`config.mk`:
```
export PLATFORM = sky130hd
export DESIGN_NAME = text_raster_gen
export DESIGN_NICKNAME = d
export VERILOG_FILES = /design/src/rtl/text_raster_pkg.sv /design/src/rtl/text_raster_timing.sv /design/src/rtl/text_raster_addr.sv /design/src/rtl/text_raster_pixel.sv /design/src/rtl/text_raster_gen.sv
export SDC_FILE = /design/constraint.sdc
export NUM_CORES = 1
export LEC_CHECK = 0
export BUFFER_PORTS_ARGS = -buffer_cell sky130_fd_sc_hd__buf_2
export CAP_MARGIN = 10
export CORE_ASPECT_RATIO = 0.9
export CORE_MARGIN = 3
export CORE_UTILIZATION = 30
export DETAILED_ROUTE_END_ITERATION = 10
export PLACE_DENSITY = 0.49
export RECOVER_POWER = 50
export SETUP_SLACK_MARGIN = 0.3
export SLEW_MARGIN = 10
export SYNTH_ARGS = -nofsm -noshare
export SYNTH_HDL_FRONTEND = slang
export SYNTH_SLANG_ARGS = --single-unit
```
`constraint.sdc`:
```
create_clock -name clk -period 1.99 [get_ports clk]
set_clock_uncertainty 0.1 [all_clocks]
set_input_delay 0.0995 -clock clk [delete_from_list [all_inputs] [get_ports clk]]
set_output_delay 0.0995 -clock clk [all_outputs]
set_load 0.02 [all_outputs]
```
`src/rtl/text_raster_pkg.sv`:
```
// Shared types for the text raster fetch generator.
// Assumes glyphs are 8 pixels wide, so a 3-bit pixel select is enough.
package text_raster_pkg;
    localparam int BSEL_W = 3;

    // Position tag that travels down the fetch pipeline beside the data.
    typedef struct packed {
        logic              vis;
        logic [BSEL_W-1:0] bsel;
    } pix_tag_t;

    // Cell flags captured once the character byte has returned.
    typedef struct packed {
        pix_tag_t tag;
        logic     ul;
        logic     dim;
    } pix_stage_t;

    typedef enum logic [1:0] {
        PIX_OFF  = 2'd0,
        PIX_NORM = 2'd1,
        PIX_DIM  = 2'd2
    } pix_level_e;
endpackage

```
`src/rtl/text_raster_timing.sv`:
```
// Scan counters: clock within the line, line within the frame, and the
// scanline within a cell plus the text row, both kept by stepping so that
// no divider is needed. Assumes FRAME_LINES > VIS_LINES and CELL_H >= 2.
module text_raster_timing #(
    parameter int LINE_CLKS   = 1024,
    parameter int FRAME_LINES = 260,
    parameter int VIS_LINES   = 240,
    parameter int CELL_H      = 10,
    parameter int H_W         = $clog2(LINE_CLKS),
    parameter int SL_W        = $clog2(CELL_H),
    parameter int ROW_W       = $clog2(FRAME_LINES / CELL_H + 1)
) (
    input  logic             clk,
    input  logic             rst_n,
    output logic [H_W-1:0]   h_cnt,
    output logic [SL_W-1:0]  sl_cnt,
    output logic [ROW_W-1:0] row_cnt,
    output logic             vis_line
);
    localparam int V_W = $clog2(FRAME_LINES);

    logic [V_W-1:0] v_cnt;

    // Step the clock, line, scanline-in-cell and row counters.
    always_ff @(posedge clk) begin
        if (!rst_n) begin
            h_cnt   <= '0;
            v_cnt   <= '0;
            sl_cnt  <= '0;
            row_cnt <= '0;
        end else if (h_cnt == H_W'(LINE_CLKS - 1)) begin
            h_cnt <= '0;
            if (v_cnt == V_W'(FRAME_LINES - 1)) begin
                v_cnt   <= '0;
                sl_cnt  <= '0;
                row_cnt <= '0;
            end else begin
                v_cnt <= v_cnt + 1'b1;
                if (sl_cnt == SL_W'(CELL_H - 1)) begin
                    sl_cnt  <= '0;
                    row_cnt <= row_cnt + 1'b1;
                end else begin
                    sl_cnt <= sl_cnt + 1'b1;
                end
            end
        end else begin
            h_cnt <= h_cnt + 1'b1;
        end
    end

    // Visible-line decode.
    always_comb vis_line = (v_cnt < V_W'(VIS_LINES));
endmodule

```
`src/rtl/text_raster_addr.sv`:
```
// Address stage: turns the scan position and window registers into a
// video RAM cell address, and tags it with visibility and the pixel select.
// Assumes 8-pixel glyphs and a power-of-two virtual screen width.
module text_raster_addr
    import text_raster_pkg::*;
#(
    parameter int H_W         = 10,
    parameter int SL_W        = 4,
    parameter int ROW_W       = 5,
    parameter int SROW_W      = 5,
    parameter int COL_W       = 7,
    parameter int ACT_PIX     = 832,
    parameter int HI_COL_MASK = 'h60,
    parameter int SHIFT_CELLS = 8
) (
    input  logic                    clk,
    input  logic                    rst_n,
    input  logic [H_W-1:0]          h_cnt,
    input  logic [SL_W-1:0]         sl_cnt,
    input  logic [ROW_W-1:0]        row_cnt,
    input  logic                    vis_line,
    input  logic [SROW_W-1:0]       scroll_row,
    input  logic [COL_W-1:0]        scroll_col,
    input  logic                    hires_sel,
    input  logic                    shift_left,
    input  logic                    option_fitted,
    output logic [SROW_W+COL_W-1:0] vram_addr,
    output pix_tag_t                tag_q,
    output logic [SL_W-1:0]         sl_q
);
    logic              narrow;
    logic [COL_W-1:0]  x_idx, base_col, cell_col;
    logic [SROW_W-1:0] row_sel;
    pix_tag_t          tag_d;

    // Pick the cell index, pixel select and window column for the mode.
    always_comb begin
        narrow = option_fitted & hires_sel;
        if (narrow) begin
            x_idx      = COL_W'(h_cnt >> BSEL_W);
            tag_d.bsel = h_cnt[BSEL_W-1:0];
            base_col   = (scroll_col & COL_W'(HI_COL_MASK))
                       - (shift_left ? COL_W'(SHIFT_CELLS) : '0);
        end else begin
            x_idx      = COL_W'(h_cnt >> (BSEL_W + 1));
            tag_d.bsel = h_cnt[BSEL_W:1];
            base_col   = scroll_col;
        end
        cell_col  = base_col + x_idx;
        row_sel   = scroll_row + SROW_W'(row_cnt);
        tag_d.vis = vis_line && (h_cnt < H_W'(ACT_PIX));
    end

    // Register the address with its tag and scanline.
    always_ff @(posedge clk) begin
        if (!rst_n) begin
            vram_addr <= '0;
            tag_q     <= '0;
            sl_q      <= '0;
        end else begin
            vram_addr <= {row_sel, cell_col};
            tag_q     <= tag_d;
            sl_q      <= sl_cnt;
        end
    end
endmodule

```
`src/rtl/text_raster_pixel.sv`:
```
// Glyph and pixel stages: takes the character byte one clock after the
// cell address, issues the glyph ROM address, and on glyph return picks
// one bit and maps it to a level. Assumes one-clock synchronous memories.
module text_raster_pixel
    import text_raster_pkg::*;
#(
    parameter int SL_W   = 4,
    parameter int CELL_H = 10,
    parameter int CHAR_W = 8
) (
    input  logic                   clk,
    input  logic                   rst_n,
    input  pix_tag_t               tag_in,
    input  logic [SL_W-1:0]        sl_in,
    input  logic [CHAR_W-1:0]      char_data,
    input  logic                   attr_bit,
    input  logic [7:0]             glyph_data,
    output logic [SL_W+CHAR_W-2:0] glyph_addr,
    output logic [1:0]             pixel
);
    pix_tag_t        tag2;
    logic [SL_W-1:0] sl2;
    pix_stage_t      st3, st4;
    logic [7:0]      gl;
    logic            lit;

    // Wait one clock for the character memory read.
    always_ff @(posedge clk) begin
        if (!rst_n) begin
            tag2 <= '0;
            sl2  <= '0;
        end else begin
            tag2 <= tag_in;
            sl2  <= sl_in;
        end
    end

    // Form the glyph address, latch the underline and dim flags, then
    // carry them across the glyph ROM read.
    always_ff @(posedge clk) begin
        if (!rst_n) begin
            glyph_addr <= '0;
            st3        <= '0;
            st4        <= '0;
        end else begin
            glyph_addr <= {sl2, char_data[CHAR_W-2:0]};
            st3.tag    <= tag2;
            st3.ul     <= char_data[CHAR_W-1] && (sl2 == SL_W'(CELL_H - 1));
            st3.dim    <= attr_bit;
            st4        <= st3;
        end
    end

    // Select the glyph bit, MSB first.
    always_comb begin
        gl  = st4.ul ? 8'hFF : glyph_data;
        lit = gl[~st4.tag.bsel];
    end

    // Register the output level.
    always_ff @(posedge clk) begin
        if (!rst_n)                  pixel <= PIX_OFF;
        else if (!st4.tag.vis || !lit) pixel <= PIX_OFF;
        else                         pixel <= st4.dim ? PIX_DIM : PIX_NORM;
    end
endmodule

```
`src/rtl/text_raster_gen.sv`:
```
// Top level of the text raster fetch generator: scan counters, address
// stage, glyph/pixel stages, and the registered blank flag and beep gate.
// Assumes external synchronous memories with one clock of read latency.
module text_raster_gen
    import text_raster_pkg::*;
#(
    parameter int LINE_CLKS   = 1024,
    parameter int FRAME_LINES = 260,
    parameter int VIS_LINES   = 240,
    parameter int CELL_H      = 10,
    parameter int ACT_PIX     = 832,
    parameter int SROW_W      = 5,
    parameter int COL_W       = 7,
    parameter int CHAR_W      = 8,
    parameter int BEEP_ROW_A  = 2,
    parameter int BEEP_ROW_B  = 6
) (
    input  logic                            clk,
    input  logic                            rst_n,
    input  logic [SROW_W-1:0]               scroll_row,
    input  logic [COL_W-1:0]                scroll_col,
    input  logic                            hires_sel,
    input  logic                            shift_left,
    input  logic                            option_fitted,
    input  logic [CHAR_W-1:0]               char_data,
    input  logic                            attr_bit,
    input  logic [7:0]                      glyph_data,
    input  logic                            beep_en,
    output logic [SROW_W+COL_W-1:0]         vram_addr,
    output logic [$clog2(CELL_H)+CHAR_W-2:0] glyph_addr,
    output logic [1:0]                      pixel,
    output logic                            vblank,
    output logic                            beep_out
);
    localparam int H_W   = $clog2(LINE_CLKS);
    localparam int SL_W  = $clog2(CELL_H);
    localparam int ROW_W = $clog2(FRAME_LINES / CELL_H + 1);
    localparam int GA_W  = SL_W + CHAR_W - 1;

    logic [H_W-1:0]   h_cnt;
    logic [SL_W-1:0]  sl_cnt, sl_q;
    logic [ROW_W-1:0] row_cnt;
    logic             vis_line;
    pix_tag_t         tag_q;

    text_raster_timing #(
        .LINE_CLKS(LINE_CLKS), .FRAME_LINES(FRAME_LINES),
        .VIS_LINES(VIS_LINES), .CELL_H(CELL_H),
        .H_W(H_W), .SL_W(SL_W), .ROW_W(ROW_W)
    ) timing_i (
        .clk(clk), .rst_n(rst_n), .h_cnt(h_cnt), .sl_cnt(sl_cnt),
        .row_cnt(row_cnt), .vis_line(vis_line)
    );

    text_raster_addr #(
        .H_W(H_W), .SL_W(SL_W), .ROW_W(ROW_W), .SROW_W(SROW_W),
        .COL_W(COL_W), .ACT_PIX(ACT_PIX)
    ) addr_i (
        .clk(clk), .rst_n(rst_n), .h_cnt(h_cnt), .sl_cnt(sl_cnt),
        .row_cnt(row_cnt), .vis_line(vis_line), .scroll_row(scroll_row),
        .scroll_col(scroll_col), .hires_sel(hires_sel),
        .shift_left(shift_left), .option_fitted(option_fitted),
        .vram_addr(vram_addr), .tag_q(tag_q), .sl_q(sl_q)
    );

    text_raster_pixel #(
        .SL_W(SL_W), .CELL_H(CELL_H), .CHAR_W(CHAR_W)
    ) pixel_i (
        .clk(clk), .rst_n(rst_n), .tag_in(tag_q), .sl_in(sl_q),
        .char_data(char_data), .attr_bit(attr_bit),
        .glyph_data(glyph_data), .glyph_addr(glyph_addr), .pixel(pixel)
    );

    // Blank flag and beep gate, one clock behind the counters.
    always_ff @(posedge clk) begin
        if (!rst_n) begin
            vblank   <= 1'b0;
            beep_out <= 1'b0;
        end else begin
            vblank   <= !vis_line;
            beep_out <= beep_en && vis_line &&
                        (sl_cnt == SL_W'(BEEP_ROW_A) || sl_cnt == SL_W'(BEEP_ROW_B));
        end
    end
endmodule

```
==> impl_metrics.yaml, run 1 <==
die:
  core-area_sq_um: 10990
  rows: 36
  ioPinCount: 62
  die_area_sq_um: 12710
  fp.dieH_um: 107.2
  start_util_pct: 31.09
  die_w_um: 118.5
global_routing:
  grt_remaining_overflow: 0
  grt_max_degree: 60
  grt_usage_pct: 12.29
  grt_pass1_wl_mm: 12.55
  grt_pass1_vias: 2660
  antenna_found_initial: 0
clock_tree:
  cts_buffer_depth: 2
  clk_pin_slew_ps: 60
  clockRootBuffer: "clkbuf_16"
  cts.sinks: 83
  cts_inserted_buffers: 9
  clock_latency_ps: 340
  h-tree-depth: 3
  tritoncts: "yes"
yosys:
  synth-edff-count: 0
  ys_ff_latch: 83
  synth_top_area_share_pct: 48.63
  synthArstFlopShare_pct: 0
  synth_area_per_cell_sq_um: 9.439
  synthCells: 362
  synth_top_area_cell: "dfxtp_1"
  synth_flop_cell: "dfxtp_1"
  ys_warn_count: 0
  yosysUniqueCellTypes: 44
  yosysMostFrequentCell: "dfxtp_1"
  ys_seq_area_share_pct: 48.63
  synth.area.top_cells: "dfxtp_1 49%, and2_1 7.3%, ha_1 5.1%"
  syn_area_sq_um: 3417
  synth_nets: 413
  yosys-top-cells-count: "83 x dfxtp_1, 40 x and2_1, 34 x nand2_1"
timing:
  setup_tns_ps: 0
  slew_headroom_pct: 32.02
  setup_viol: 0
  finalCritPeriodShare_pct: 93.64
  rsz0062_at_grt: "yes"
  drv_slew: 0
  tightest_slew_ps: 1020
  fin_crit_ps: 1863
  fmax_ghz: 0.5366
  finalHoldViolCount: 0
hold_path:
  hold_path.class: "in2reg"
placed_design:
  place_congestion: 0.7868
  post_dp_cell_area_sq_um: 4069
  hpwl_mm: 5.033
  portBuffers: 61
pwr:
  p_sw_uw: 831.7
  ir_worst_vdd_mv: 0.3565
  pwr-share-clk_pct: 45.6
  p_comb_share_pct: 7.2
  p_leak_nw: 1.870
  p_int_mw: 2.793
  power_density_nw_per_um2: 769.4
  sequentialPowerShare_pct: 47.2
  p_sw_share_pct: 22.95
routing:
  routed_wl_mm: 7.710
  vias: 2771
  ant_nets: 0
  drt_first_pass_iters: 5
  wl_per_cell_um: 12.48
  drtIter0Drc: 112
  drc_errors: 0
  vias_per_cell: 4.484
setup_path:
  r2r-end: "addr_i.vram_addr[5]"
  critPathMaxFanout: 3
  r2r_slack_ps: 130
  cp-start-kind: "flip-flop"
  critPathKind: "reg2reg"
  reg2regPathDepth: 7
  required_ps: 2160
  worst_setup_path_end_kind: "flip-flop"
  crit_start: "timing_i.h_cnt[4]"
  cp.arrival_ps: 2040
  endpoint: "addr_i.vram_addr[5]"
  regToRegStartpoint: "timing_i.h_cnt[4]"
finish:
  fillers: 1120
  multi_input_area_sq_um: 1876
  final_cell_area_sq_um: 4711
  layout.nets: 512
  regArea_sq_um: 1682
  drive_gt1_share_pct: 30.04
  antenna_cells: 0
  area_growth_pct: 37.86
status:
  outcome: "complete, no violations"
run:
  cap_violations: 0
[placed cells by master, fill, tap and decap left out, types with 8 or more instances in the layout]
cell type / n
clkbuf_1: 22
buf_4: 29
nand3_1: 17
nand2_1: 33
dlygate4sd3_1: 11
dfxtp_1: 75
buf_2: 41
nor2_1: 24
and2_1: 27
and2_0: 12
a21oi_1: 18
clkbuf_16: 9
ha_1: 8
[power groups by stage]
stage | clock (mW) | sequential [mW] | combinational [mW]
floorplan | 0 | 1.78 | 0.112
global placement | 0 | 1.75 | 0.239
detailed placement | 0 | 1.75 | 0.240
CTS | 1.71 | 1.71 | 0.263
global route | 1.78 | 1.71 | 0.293
finish | 1.65 | 1.71 | 0.262
[logic make-up (layout without fill, tap and decap cells)]
kind of cell	after synthesis	in the layout	share of synthesized area (%)
compound gates	54	54	9.154
fa+ha+maj	16	16	6.298
xor+xnor	13	13	3.332
flops	83	83	48.63
buf+inv	25	129	3.222
simple gates	163	163	26.07
mux	8	8	3.295
[registers in the layout, summed over array words and instances (netlist names)]
name and cells:
addr_i.sl_q 4, addr_i.tag_q 4, addr_i.vram_addr 12, beep_out 1
pixel_i.glyph_addr 11, pixel_i.pixel 2, pixel_i.sl2 4, pixel_i.st3 6
pixel_i.st4 6, pixel_i.tag2 4, timing_i.h_cnt 10, timing_i.row_cnt 5
timing_i.sl_cnt 4, timing_i.v_cnt 9, vblank 1
[through the flow]
| stage | utilization [%] | setup slack [ps] | hold slack, ps | std cells | power (mW) |
|---|---|---|---|---|---|
| floorplan | - | 175.3 | 126.8 | 362 | 1.892 |
| global placement | 37.02 | 27.09 | 205.3 | 577 | 1.991 |
| detailed placement | 37.02 | 17.55 | 213.1 | 577 | 1.993 |
| CTS | 42.00 | 131.2 | 17.60 | 614 | 3.682 |
| global route | 42.86 | 64.62 | 66.52 | 618 | 3.785 |
| finish | 42.86 | 126.5 | 25.68 | 618 | 3.624 |
[layout make-up]
cell class / instances / area share [%]
tap: 152 / 4.037
clock inverter: 6 / 1.381
timing repair buffer: 105 / 13.57
clock buffer: 10 / 4.861
multi-input combinational: 254 / 39.81
inverter: 8 / 0.6374
sequential: 83 / 35.70
[worst max-delay path, cell delays in order (launching register included)]
cell,delay [ps]
dfxtp_4,340
mux2_4,280
ha_4,210
a21o_1,170
a21oi_2,150
nor2_1,60
or4_1,420
nand3_2,70
[how the worst min path moves through the flow]
stage	startpoint	slack, ps	endpoint	cells after the start
2_1_floorplan	char_data[0]	130	pixel_i.glyph_addr[0]	1
3_3_place_gp	char_data[0]	210	pixel_i.glyph_addr[0]	2
3_5_place_dp	char_data[3]	210	pixel_i.glyph_addr[3]	2
4_1_cts	scroll_row[4]	20	addr_i.vram_addr[11]	4
5_1_grt	scroll_col[6]	70	addr_i.vram_addr[6]	4
6_report	scroll_row[4]	30	addr_i.vram_addr[11]	4
[per-layer routing]
metal	vias up	wire length, um	GRT usage, %	part of all wire [%]
met4	0	107	4.467	1.4
met2	53	3507	19.18	45
li1	1455	-	-	-
met3	7	361	3.850	4.7
met1	1256	3733	16.06	48
met5	-	0	0	0
[timing repair]
action,4_1_cts,5_1_grt
setup buffers,10,4
resized for setup,15,27
pin swaps,9,12
setup endpoints to repair,20,28
endpoints found under the hold margin,11,0
hold buffers,11,0
Power figures use the tool's default switching activity.
==> run 2: changes to the inputs <==
--- a/config.mk
+++ b/config.mk
@@ -11,7 +11,7 @@
 export CORE_MARGIN = 3
 export CORE_UTILIZATION = 30
 export DETAILED_ROUTE_END_ITERATION = 10
-export PLACE_DENSITY = 0.49
+export MAX_ROUTING_LAYER = met4
 export RECOVER_POWER = 50
 export SETUP_SLACK_MARGIN = 0.3
 export SLEW_MARGIN = 10
==> impl_metrics.yaml, run 2 (synthesized netlist as in run 1, its figures left out) <==
timing:
  whs_ps: 22.49
  setup_viol: 0
  drv_slew: 0
  finalHoldViolCount: 0
  tightest_slew_ps: 1024
  rsz0062_at_grt: "yes"
  fmax_ghz: 0.5361
  fin_crit_ps: 1865
  setup_ws_ps: 124.5
  setup_tns_ps: 0
  finalCritPeriodShare_pct: 93.74
  slew_headroom_pct: 31.76
global_routing:
  grt_usage_pct: 12.58
  grt_max_degree: 60
  grt_pass1_vias: 2762
  grt_remaining_overflow: 0
  grt_pass1_wl_mm: 12.82
  antenna_found_initial: 0
die:
  die_w_um: 118.5
  start_util_pct: 31.09
  core-area_sq_um: 10990
  ioPinCount: 62
  fp.dieH_um: 107.2
  rows: 36
  die_area_sq_um: 12710
setup_path:
  critPathKind: "reg2reg"
  worstPathBufferInverterCount: 0
  worst_setup_path_end_kind: "flip-flop"
  cp.arrival_ps: 2040
  critPathMaxFanout: 5
  r2r_slack_ps: 120
  slowest_stage: "or4_1"
  r2r-end: "addr_i.vram_addr[5]"
  critPathMaxStageDelay_ps: 390
  cp_cell_sequence: "mux2_4, ha_4, a21o_1, a21oi_2, nor2_2, or4_1, nand3_1"
  required_ps: 2160
  critPathTopFamily: "simple AND/OR/NAND/NOR gates"
  reg2regPathDepth: 7
  cp-start-kind: "flip-flop"
  regToRegStartpoint: "timing_i.h_cnt[4]"
finish:
  layout_common_cells: "73 x dfxtp_1, 44 x buf_2, 32 x nand2_1"
  post-route-util_pct: 42.84
  layout.nets: 512
  final_common_cell: "dfxtp_1"
  fillers: 1067
  drive_gt1_share_pct: 32.62
  largest_register_ffs: 12
  antenna_cells: 0
  multi_input_area_sq_um: 1871
  area_growth_pct: 37.79
  top_register: "addr_i.vram_addr"
  regArea_sq_um: 1684
  top_regs: "addr_i.vram_addr (12), pixel_i.glyph_addr (11), timing_i.h_cnt (10)"
placed_design:
  place_ws_ps: 13.09
  portBuffers: 61
  hpwl_mm: 5.030
  place_congestion: 0.7935
routing:
  wl_per_cell_um: 12.63
  dr_wl_met3_um: 391
  drtIter0Drc: 222
  top_layer: "met4"
  drt_first_pass_iters: 4
  wl_met2_mm: 3.490
  ant_nets: 0
  vias_per_cell: 4.642
  vias: 2869
  routed_wl_mm: 7.805
  drt-met1-wl_mm: 3.767
  drc_errors: 0
pwr:
  sequentialPowerShare_pct: 48.7
  p_comb_share_pct: 7.5
  p_total_mw: 3.510
  ir_worst_vdd_mv: 0.3800
  power_density_nw_per_um2: 745.5
  p_sw_share_pct: 23.97
  p_leak_nw: 1.870
  pwr-share-clk_pct: 43.8
  p_sw_uw: 841.4
  p_int_mw: 2.669
hold_path:
  hold_path_end: "addr_i.vram_addr[11]"
  hold_path.class: "in2reg"
  hold_depth: 4
  hp-start: "scroll_row[4]"
clock_tree:
  clk_pin_slew_ps: 60
  clockRootBuffer: "clkbuf_16"
  cts_buffer_depth: 2
  h-tree-depth: 3
  tritoncts: "yes"
  cts_inserted_buffers: 9
  clock_latency_ps: 330
  cts.sinks: 83
run:
  cap_violations: 0
status:
  outcome: "complete, no violations"
==> run 2: cell count changes in the layout (fill, tap and decap cells not counted), sizes merged <==
cell         change
clkbuf           -4
bufinv           -1
dlygate4sd3      -1
buf              +4
clkinv           +2
==> run 2: power by group through the flow <==
stage / sequential (mW) / combinational [mW] / clock, mW
2_1_floorplan: 1.78 / 0.112 / 0
3_3_place_gp: 1.75 / 0.235 / 0
3_5_place_dp: 1.75 / 0.239 / 0
4_1_cts: 1.71 / 0.265 / 1.58
5_1_grt: 1.71 / 0.291 / 1.66
6_report: 1.71 / 0.265 / 1.54
==> run 2: layer usage <==
metal	vias to the layer above	track usage, %
met5	-	-
met4	0	3.970
met3	14	3.745
met2	63	19.18
met1	1333	16.17
li1	1459	-
==> run 2: worst max path at each step <==
stage	start	slack [ps]	end	cells past startpoint
3_3_place_gp	option_fitted	50	addr_i.vram_addr[6]	9
4_1_cts	timing_i.h_cnt[4]	130	addr_i.vram_addr[5]	7
5_1_grt	timing_i.h_cnt[4]	80	addr_i.vram_addr[5]	7
2_1_floorplan	timing_i.h_cnt[3]	180	addr_i.vram_addr[6]	9
3_5_place_dp	option_fitted	10	addr_i.vram_addr[6]	9
6_report	timing_i.h_cnt[4]	120	addr_i.vram_addr[5]	7
==> run 2: layout make-up <==
cell class / count / share of cell area [%]
clock buffers: 9 / 4.783
multi-input cells: 254 / 39.73
inverters: 8 / 0.6378
well taps: 152 / 4.039
repair buffers: 105 / 13.93
flip-flops and latches: 83 / 35.77
clock inverters: 7 / 1.116
==> run 2: timing repair <==
action                                 in CTS  in global routing
endpoints found under the hold margin      10                  0
pin swaps                                  10                 16
hold buffers                               10                  0
setup endpoints to repair                  21                 28
buffers inserted                           11                  8
resized for setup                          15                 37
cloned                                      0                  1
==> run 2: worst reg2reg max path: stages (launching register included) <==
cell,delay (ps)
dfxtp_4,360
mux2_4,290
ha_4,210
a21o_1,160
a21oi_2,180
nor2_2,50
or4_1,390
nand3_1,70
==> run 2: stage by stage <==
step	instance area (sq um)	instances
3_3_place_gp	4031	572
4_1_cts	4543	609
3_5_place_dp	4031	572
6_report	4708	618
5_1_grt	4708	618
2_1_floorplan	3525	362
